[src/rtl/wprot_pkg.sv]
package wprot_pkg;
  typedef enum logic [2:0] {
    SQ_IDLE, SQ_K1, SQ_K2, SQ_X3, SQ_X4, SQ_X5
  } seq_t;

  localparam logic [7:0] CODE_OPEN   = 8'hAA;
  localparam logic [7:0] CODE_PAIR   = 8'h55;
  localparam logic [7:0] CODE_LOCK   = 8'hA0;
  localparam logic [7:0] CODE_EXTEND = 8'h80;
  localparam logic [7:0] CODE_FREE   = 8'h20;
  localparam logic [7:0] CODE_WIPE   = 8'h10;
endpackage

[src/rtl/wprot_keyfsm.sv]
module wprot_keyfsm
  import wprot_pkg::*;
#(
  parameter int ADDR_W = 17,
  parameter int DATA_W = 8,
  parameter logic [ADDR_W-1:0] ADDR_P = 17'h05555,
  parameter logic [ADDR_W-1:0] ADDR_Q = 17'h02AAA
) (
  input  logic              clk,
  input  logic              rst_n,
  input  logic              beat,
  input  logic [ADDR_W-1:0] addr,
  input  logic [DATA_W-1:0] data,
  input  logic              abort,
  output logic              step_hit,
  output logic              lock_evt,
  output logic              free_evt,
  output logic              wipe_evt
);
  seq_t state_q, state_d;
  logic at_p, at_q, hit;

  assign at_p = (addr == ADDR_P);
  assign at_q = (addr == ADDR_Q);

  always_comb begin
    hit = 1'b0;
    case (state_q)
      SQ_IDLE: hit = at_p && (data == DATA_W'(CODE_OPEN));
      SQ_K1:   hit = at_q && (data == DATA_W'(CODE_PAIR));
      SQ_K2:   hit = at_p && ((data == DATA_W'(CODE_LOCK)) || (data == DATA_W'(CODE_EXTEND)));
      SQ_X3:   hit = at_p && (data == DATA_W'(CODE_OPEN));
      SQ_X4:   hit = at_q && (data == DATA_W'(CODE_PAIR));
      SQ_X5:   hit = at_p && ((data == DATA_W'(CODE_FREE)) || (data == DATA_W'(CODE_WIPE)));
      default: hit = 1'b0;
    endcase
  end

  assign step_hit = beat && hit;
  assign lock_evt = step_hit && (state_q == SQ_K2) && (data == DATA_W'(CODE_LOCK));
  assign free_evt = step_hit && (state_q == SQ_X5) && (data == DATA_W'(CODE_FREE));
  assign wipe_evt = step_hit && (state_q == SQ_X5) && (data == DATA_W'(CODE_WIPE));

  always_comb begin
    state_d = state_q;
    if (beat) begin
      if (!hit) state_d = SQ_IDLE;
      else begin
        case (state_q)
          SQ_IDLE: state_d = SQ_K1;
          SQ_K1:   state_d = SQ_K2;
          SQ_K2:   state_d = (data == DATA_W'(CODE_LOCK)) ? SQ_IDLE : SQ_X3;
          SQ_X3:   state_d = SQ_X4;
          SQ_X4:   state_d = SQ_X5;
          default: state_d = SQ_IDLE;
        endcase
      end
    end else if (abort) begin
      state_d = SQ_IDLE;
    end
  end

  always_ff @(posedge clk or negedge rst_n) begin
    if (!rst_n) state_q <= SQ_IDLE;
    else        state_q <= state_d;
  end

  AST_ABORT_TO_IDLE: assert property (@(posedge clk) disable iff (!rst_n)
    (abort && !beat) |=> (state_q == SQ_IDLE));
  AST_MISS_TO_IDLE: assert property (@(posedge clk) disable iff (!rst_n)
    (beat && !step_hit) |=> (state_q == SQ_IDLE));
  AST_ONE_EVENT: assert property (@(posedge clk) disable iff (!rst_n)
    $onehot0({lock_evt, free_evt, wipe_evt}));
endmodule

[src/rtl/wprot_window.sv]
module wprot_window #(
  parameter int WIN_CYCLES = 4096,
  localparam int CNT_W = $clog2(WIN_CYCLES + 1)
) (
  input  logic clk,
  input  logic rst_n,
  input  logic beat,
  output logic expire
);
  logic [CNT_W-1:0] cnt_q;

  assign expire = !beat && (cnt_q == CNT_W'(1));

  always_ff @(posedge clk or negedge rst_n) begin
    if (!rst_n)              cnt_q <= '0;
    else if (beat)           cnt_q <= CNT_W'(WIN_CYCLES);
    else if (cnt_q != '0)    cnt_q <= cnt_q - CNT_W'(1);
  end

  AST_WIN_BOUND: assert property (@(posedge clk) disable iff (!rst_n)
    cnt_q <= CNT_W'(WIN_CYCLES));
  AST_BEAT_RELOADS: assert property (@(posedge clk) disable iff (!rst_n)
    beat |=> (cnt_q == CNT_W'(WIN_CYCLES)));
endmodule

[src/rtl/wprot_lock.sv]
module wprot_lock (
  input  logic clk,
  input  logic por_n,
  input  logic rst_n,
  input  logic lock_evt,
  input  logic free_evt,
  input  logic wipe_evt,
  input  logic data_beat,
  input  logic expire,
  output logic permit,
  output logic prot_on,
  output logic erase_req,
  output logic page_commit
);
  logic prot_q, unlock_q, pend_q, erase_q, commit_q;
  logic gate;

  assign gate   = !prot_q || unlock_q;
  assign permit = data_beat && gate;

  always_ff @(posedge clk or negedge por_n) begin
    if (!por_n)        prot_q <= 1'b0;
    else if (lock_evt) prot_q <= 1'b1;
    else if (free_evt) prot_q <= 1'b0;
  end

  always_ff @(posedge clk or negedge rst_n) begin
    if (!rst_n) begin
      unlock_q <= 1'b0;
      pend_q   <= 1'b0;
      erase_q  <= 1'b0;
      commit_q <= 1'b0;
    end else begin
      erase_q  <= wipe_evt && gate;
      commit_q <= expire && pend_q;
      if (lock_evt)    unlock_q <= 1'b1;
      else if (expire) unlock_q <= 1'b0;
      if (expire)      pend_q <= 1'b0;
      else if (permit) pend_q <= 1'b1;
    end
  end

  assign prot_on     = prot_q;
  assign erase_req   = erase_q;
  assign page_commit = commit_q;

  AST_LOCK_SETS: assert property (@(posedge clk) disable iff (!por_n)
    lock_evt |=> prot_on);
  AST_FREE_CLEARS: assert property (@(posedge clk) disable iff (!por_n)
    free_evt |=> !prot_on);
  AST_PROT_HOLDS: assert property (@(posedge clk) disable iff (!por_n)
    (!lock_evt && !free_evt) |=> $stable(prot_on));
  AST_ERASE_SINGLE: assert property (@(posedge clk) disable iff (!rst_n)
    erase_req |=> !erase_req);
  AST_COMMIT_SINGLE: assert property (@(posedge clk) disable iff (!rst_n)
    page_commit |=> !page_commit);
endmodule

[src/rtl/wprot_seq.sv]
module wprot_seq #(
  parameter int ADDR_W     = 17,
  parameter int DATA_W     = 8,
  parameter int WIN_CYCLES = 4096,
  parameter logic [ADDR_W-1:0] ADDR_P = 17'h05555,
  parameter logic [ADDR_W-1:0] ADDR_Q = 17'h02AAA
) (
  input  logic              clk,
  input  logic              por_n,
  input  logic              rst_n,
  input  logic              wr_valid,
  input  logic [ADDR_W-1:0] wr_addr,
  input  logic [DATA_W-1:0] wr_data,
  output logic              wr_permit,
  output logic              prot_on,
  output logic              erase_req,
  output logic              page_commit
);
  logic rst_all_n, step_hit, lock_evt, free_evt, wipe_evt, expire;

  assign rst_all_n = rst_n && por_n;

  wprot_keyfsm #(.ADDR_W(ADDR_W), .DATA_W(DATA_W), .ADDR_P(ADDR_P), .ADDR_Q(ADDR_Q)) u_keys (
    .clk(clk), .rst_n(rst_all_n), .beat(wr_valid), .addr(wr_addr), .data(wr_data),
    .abort(expire), .step_hit(step_hit), .lock_evt(lock_evt), .free_evt(free_evt),
    .wipe_evt(wipe_evt));

  wprot_window #(.WIN_CYCLES(WIN_CYCLES)) u_win (
    .clk(clk), .rst_n(rst_all_n), .beat(wr_valid), .expire(expire));

  wprot_lock u_lock (
    .clk(clk), .por_n(por_n), .rst_n(rst_all_n), .lock_evt(lock_evt),
    .free_evt(free_evt), .wipe_evt(wipe_evt), .data_beat(wr_valid && !step_hit),
    .expire(expire), .permit(wr_permit), .prot_on(prot_on),
    .erase_req(erase_req), .page_commit(page_commit));

  AST_KEY_NOT_WRITTEN: assert property (@(posedge clk) disable iff (!rst_all_n)
    step_hit |-> !wr_permit);
  AST_PERMIT_NEEDS_BEAT: assert property (@(posedge clk) disable iff (!rst_all_n)
    wr_permit |-> wr_valid);
endmodule

[config.mk]
export PLATFORM = sky130hd
export DESIGN_NAME = wprot_seq
export DESIGN_NICKNAME = d
export VERILOG_FILES = /design/src/rtl/wprot_pkg.sv /design/src/rtl/wprot_keyfsm.sv /design/src/rtl/wprot_window.sv /design/src/rtl/wprot_lock.sv /design/src/rtl/wprot_seq.sv
export SDC_FILE = /design/constraint.sdc
export NUM_CORES = 1
export LEC_CHECK = 0
export ABC_CLOCK_PERIOD_IN_PS = 4500
export BUFFER_PORTS_ARGS = -buffer_cell sky130_fd_sc_hd__buf_2
export CORE_ASPECT_RATIO = 1.5
export CORE_UTILIZATION = 30
export CTS_CLUSTER_SIZE = 10
export DETAILED_ROUTE_END_ITERATION = 12
export GPL_TIMING_DRIVEN = 0
export HOLD_SLACK_MARGIN = 0.06
export MAX_ROUTING_LAYER = met4
export PLACE_DENSITY = 0.5
export SKIP_LAST_GASP = 1
export SLEW_MARGIN = 40
export SYNTH_ARGS = -nofsm -noshare
export SYNTH_HDL_FRONTEND = slang
export SYNTH_SLANG_ARGS = --single-unit
[constraint.sdc]
create_clock -name clk -period 4.5 [get_ports clk]
set_clock_uncertainty 0.2 [all_clocks]
set_input_delay 0.225 -clock clk [delete_from_list [all_inputs] [get_ports clk]]
set_output_delay 0.225 -clock clk [all_outputs]
set_load 0.02 [all_outputs]
[Yosys cells after proc, flatten, opt, wreduce, memory -nomap -nowiden]
Cells that the tools add are included.
Storage, ports and cells
  register bits after elaboration: 21
  bits of input ports: 29
  output and inout bits: 4
  logic and storage cells: 67
Cells by class
  $add $sub $neg: 1
  equal/unequal tests: 14
  muxes and demuxes: 14
  reduce and logical (&&, ||, !) cells: 31
Operator list (count)
  $mux 13: 2
  $eq 8x8->1 const B: 3
  $eq 17x14->1 const B: 1
  $eq 17x15->1 const B: 1
  $logic_and 1x1->1: 16
  $pmux 3 s5: 1
  $eq 13x1->1 const B: 1
  $reduce_bool 13->1: 1
  $sub 13x1->13 const B: 1
  $reduce_bool 2->1: 5
  $mux 3: 3
  $eq 8x5->1 const B: 1
  $eq 8x6->1 const B: 1
  $eq 8x7->1 const B: 1
  $eq 3x2->1 const B: 2
  $eq 3x3->1 const B: 2
  $mux 1: 6
  $pmux 1 s4: 1
  $reduce_or 2->1: 2
  $eq 3x1->1 const B: 1
  $logic_not 1->1: 3
  $logic_not 3->1: 1
  $logic_or 1x1->1: 3
  $mux 2: 1

[Longest topological paths before layout]
  depth after elaboration: 10
  mapped depth: 7
  gate-level depth less buffers: 7

[Hierarchy]
A second synthesis with hierarchy kept.
Unflattened totals
  cell total of the unflattened synthesis: 170
  area, all modules: 1610.3 µm²
Modules (own cells, without submodules)
  wprot_window: instances 1, cells each 80, area an instance 797.0 µm², sequential area each 325.3 µm²
  wprot_keyfsm: instances 1, cells each 73, area an instance 596.8 µm², sequential area each 75.1 µm²
  wprot_lock: instances 1, cells each 15, area an instance 196.4 µm², sequential area each 125.1 µm²
  wprot_seq: instances 1, cells each 2, area an instance 20.0 µm², sequential area each 0.0 µm²

[Worst setup path before layout]
Ideal clock, no wire load.
  kind: flip-flop to output port
  start point: register u_keys.state_q[0]
  end point: output port wr_permit
  data arrival time: 1.501 ns
  required time: 4.075 ns
  slack: 2.574 ns
  stages on the path, launching flop included: 8
  path buffers: 1
  cells stage by stage: dfrtp_1 > buf_2 > nor4b_1 > a41oi_1 > o22a_1 > o22ai_4 > and2b_1 > nor2_1
On the way
  longest elaborated chain between the ends: 7
Ends and longest elaborated chain
  start: declaration: line wprot_keyfsm.sv:20  | seq_t state_q, state_d;
  start signal: assignment: line wprot_keyfsm.sv:65  | else state_q <= state_d;
  $eq 3x1->1 (tied with other cells): line wprot_keyfsm.sv:28  | case (state_q)
  $reduce_or 2->1 (no line)
  $pmux 1 s4 (*): line wprot_keyfsm.sv:28
  $logic_and 1x1->1 (*): line wprot_keyfsm.sv:39  | assign step_hit = beat && hit;
  $logic_not 1->1 (*): line wprot_seq.sv:33  | .free_evt(free_evt), .wipe_evt(wipe_evt), .data_beat(wr_valid && !step_hit),
  $logic_and 1x1->1 (*): line wprot_seq.sv:33
  $logic_and 1x1->1 (*): line wprot_lock.sv:19  | assign permit = data_beat && gate;
  end: declaration: line wprot_seq.sv:14  | output logic wr_permit,
Mark *: on every way between the ends. The rest lies on a longest branch, timed or not.

[Worst setup path in the final report]
Ends and elaborated chain as after synthesis.

==> summary.txt <==
Status
  • Outcome: finished, final reports clean

Detailed routing
  • DR WL/cell: roughly 13 um
  • Antenna Nets Post-Route: 0
  • Starting DRC count in detailed routing: 12
  • Post-Route WL: 2950 um
  • Post-DR vias/cell: roughly 5.3
  • Via count: 1185
  • # DRC: 0
  • Pre-antenna DRT Iters: 4

Synthesis
  • Top-count cell post-synth: dfrtp_1
  • Post-synth cell types: 40
  • Synth warn: 0
  • Top-area cell type share of the netlist area: about two fifths
  • Multiplexer area fraction after synthesis: 0%
  • Post-synth top flop: dfrtp_1
  • Register area share after synthesis: roughly two fifths
  • Post-synthesis adder-cell area fraction: between 1.5 and 2%
  • Post-Synth XOR/XNOR Area: 7.36%
  • Largest family of logic cells by synthesized area: simple AND/OR/NAND/NOR gates
  • Syn nets: 171
  • Flops & latches, synth: 21
  • Synth Area in Compound Gates: a little under an eighth
  • Simple-Gate Fraction of Synth Area: a little over a third
  • Fraction of registers with async set/reset: 100%
  • Post-Syn Area per Cell: just over 9 um^2
  • Mapped Cells: between 100 and 150
  • Mapped Area: about 0.0013 mm^2
  • Most area-consuming cells after synthesis: dfrtp_1, xnor2_1, nor2_1
  • EDFF count, synth: 0
  • Post-synth top cells: dfrtp_1, nor2_1, nand2_1, nor3_1, xnor2_1
  • Leading area contributor after synthesis: dfrtp_1

Flow run
  • Max-cap violations: 0

Setup path
  • CP Capture Type: output pin
  • Worst Path Required: 4070 ps
  • Reg2reg start: u_win.cnt_q[8]
  • Worst R2R Path Depth: 6
  • Critical Path Source Type: flop
  • Flop2flop setup slack: around 2400 ps
  • Worst-path fanout max: 10
  • Worst Path Arrival: around 2100 ps
  • Setup CP Type: reg -> out
  • RR Endpoint: u_keys.state_q[1]

Die
  • Die span in x: ~56 um
  • Initial core utilization: a little under a third
  • Die H: 82.9 um
  • CORE AREA: ~0.0042 mm^2
  • Std cell rows: 29
  • Die area: 0.00464 mm^2
  • Io pins: 33

Min path
  • Hold Crit Class: in -> async

Pwr
  • Clock power share: 18.3%
  • Sw power: 241 uW
  • Sw frac: around 37%
  • Sequential Power Share: 43.7%
  • Internal: about 410 uW
  • Leakage power: about 0.00068 uW
  • Pwr Density: about 410 mW/mm^2
  • Peak supply drop: ~0.29 mV
  • Comb power frac: about 38%

Clocking
  • Post-CTS Hold Fix Bufs: 2
  • CTS Sinks: 21
  • CTS root buf: clkbuf_8
  • CTS tree: built
  • CTS H-tree lvls: 1
  • Clk buf depth: 2
  • Num CTS Buffers: 3
  • Postcts setup bufs: 0
  • CTS resizes: 0
  • Clock latency on the worst-skew pair: 250 ps
  • Clk slew on worst S/H paths: roughly 70 ps

Timing
  • Fin worst setup slack: just over 2000 ps
  • Tcrit/Tclk final: between 50 and 60%
  • Final Hold Fails: 0
  • Worst slew pin tran: 505 ps
  • Post-layout min period: about 2500 ps
  • Fmax: roughly 400 MHz
  • Max-slew violation count: 0
  • Relative slew margins: approximately 66%
  • RSZ-0062 raised after global routing: no
  • Endpoints failing setup: 0
  • TNS Setup: 0 ps

Placement
  • Port Buffer Count: 32
  • Post-Place Setup Slack: between 2000 and 2500 ps
  • RePlAce Congestion: about 0.83
  • Detailed Place HPWL: 2450 um

Global route
  • Pin count of the biggest net entering global routing: 21
  • GRT overflow: 0
  • All-Layer GR Usage: between 10% and 20%
  • First-pass GRT wire length: a little over 5000 um
  • Vias in the first global route: between 1000 and 1500
  • Initial antenna violation count: 0

Cells and area
  • Area Growth Syn to Fin: 21.7%
  • Layout cells sized above 1: 24.2%
  • Nets: between 200 and 250
  • Ant. Diodes: 0
## through the flow
step | area [um^2] | util [%] | total power [uW] | cells | hold slack [ps]
after floorplan | 1310 | - | 470 | 140 | -271
after global placement | 1530 | 36.3 | 528 | 218 | -196
after detailed placement | 1530 | 36.3 | 537 | 218 | -194
after CTS | 1590 | 37.8 | 662 | 224 | 67.0
after global routing | 1590 | 37.8 | 705 | 224 | 91.1
final | 1590 | 37.8 | 650 | 224 | 72.0
## cell usage in the layout, fill, tap and decap left out, drive strengths merged, types with 3 or more instances in the layout
master  instances
a21oi           5
buf            33
clkbuf          7
dfrtp          21
inv             5
nand2           8
nand3           4
nand4           5
nor2           17
nor2b           3
nor3            8
nor4            4
nor4b           5
nor4bb          6
o21ai           7
or3             3
xnor2           8
xor2            3
## cell type report
type | count | area (um^2)
plain buffers | 4 | 17.5
clock buffers | 4 | 45.0
fillers | 447 | 2620
inverters | 5 | 18.8
multi-input cells | 110 | 748
flip-flops and latches | 21 | 526
well taps | 46 | 57.6
repair buffers | 34 | 180
## power by group through the flow
| stage | Sequential [uW] | Combinational (uW) | Clock, uW |
|---|---|---|---|
| 6_report | 284 | 247 | 119 |
| 3_3_place_gp | 284 | 244 | 0 |
| 5_1_grt | 290 | 281 | 133 |
| 2_1_floorplan | 275 | 194 | 0 |
| 4_1_cts | 283 | 253 | 126 |
| 3_5_place_dp | 285 | 251 | 0 |
## layer usage
metal  part of all wire, %  wire (um)  global-route usage [%]  vias up
met5                     0          0                       -        -
met4                   1.1         33                    3.99        0
met3                   3.1         91                    1.40        4
met2                    57       1690                    27.5       30
met1                    38       1130                    14.7      562
li1                      -          -                       -      589
## state kept, by name, indices dropped and copies added (netlist names)
signal              cells
u_lock.prot_on          1
u_keys.state_q          3
u_lock.erase_req        1
u_lock.pend_q           1
u_lock.page_commit      1
u_win.cnt_q            13
u_lock.unlock_q         1
## kinds of logic after synthesis
logic type,Yosys count
compound gates,23
xor+xnor,11
fa+ha+maj,2
buf+inv,9
flops,21
simple gates,74
## worst max-delay path by stage
stage                      start  depth (start not counted)  slack (ps)   endpoint
2_1_floorplan  u_keys.state_q[0]                          7        2570  wr_permit
3_3_place_gp          wr_data[0]                          8        2230  wr_permit
3_5_place_dp          wr_data[0]                          8        2260  wr_permit
4_1_cts        u_keys.state_q[0]                          8        1980  wr_permit
5_1_grt        u_keys.state_q[0]                          8        1840  wr_permit
6_report       u_keys.state_q[0]                          8        2020  wr_permit
## critical path: stages (launching register included)
cell	delay (ps)
dfrtp_1	400
buf_2	190
nor4b_1	260
a41oi_1	80
o22a_1	260
o22ai_4	180
and2b_1	200
nor2_1	50
buf_2	180
No activity file was read; power rests on OpenSTA's default activity.
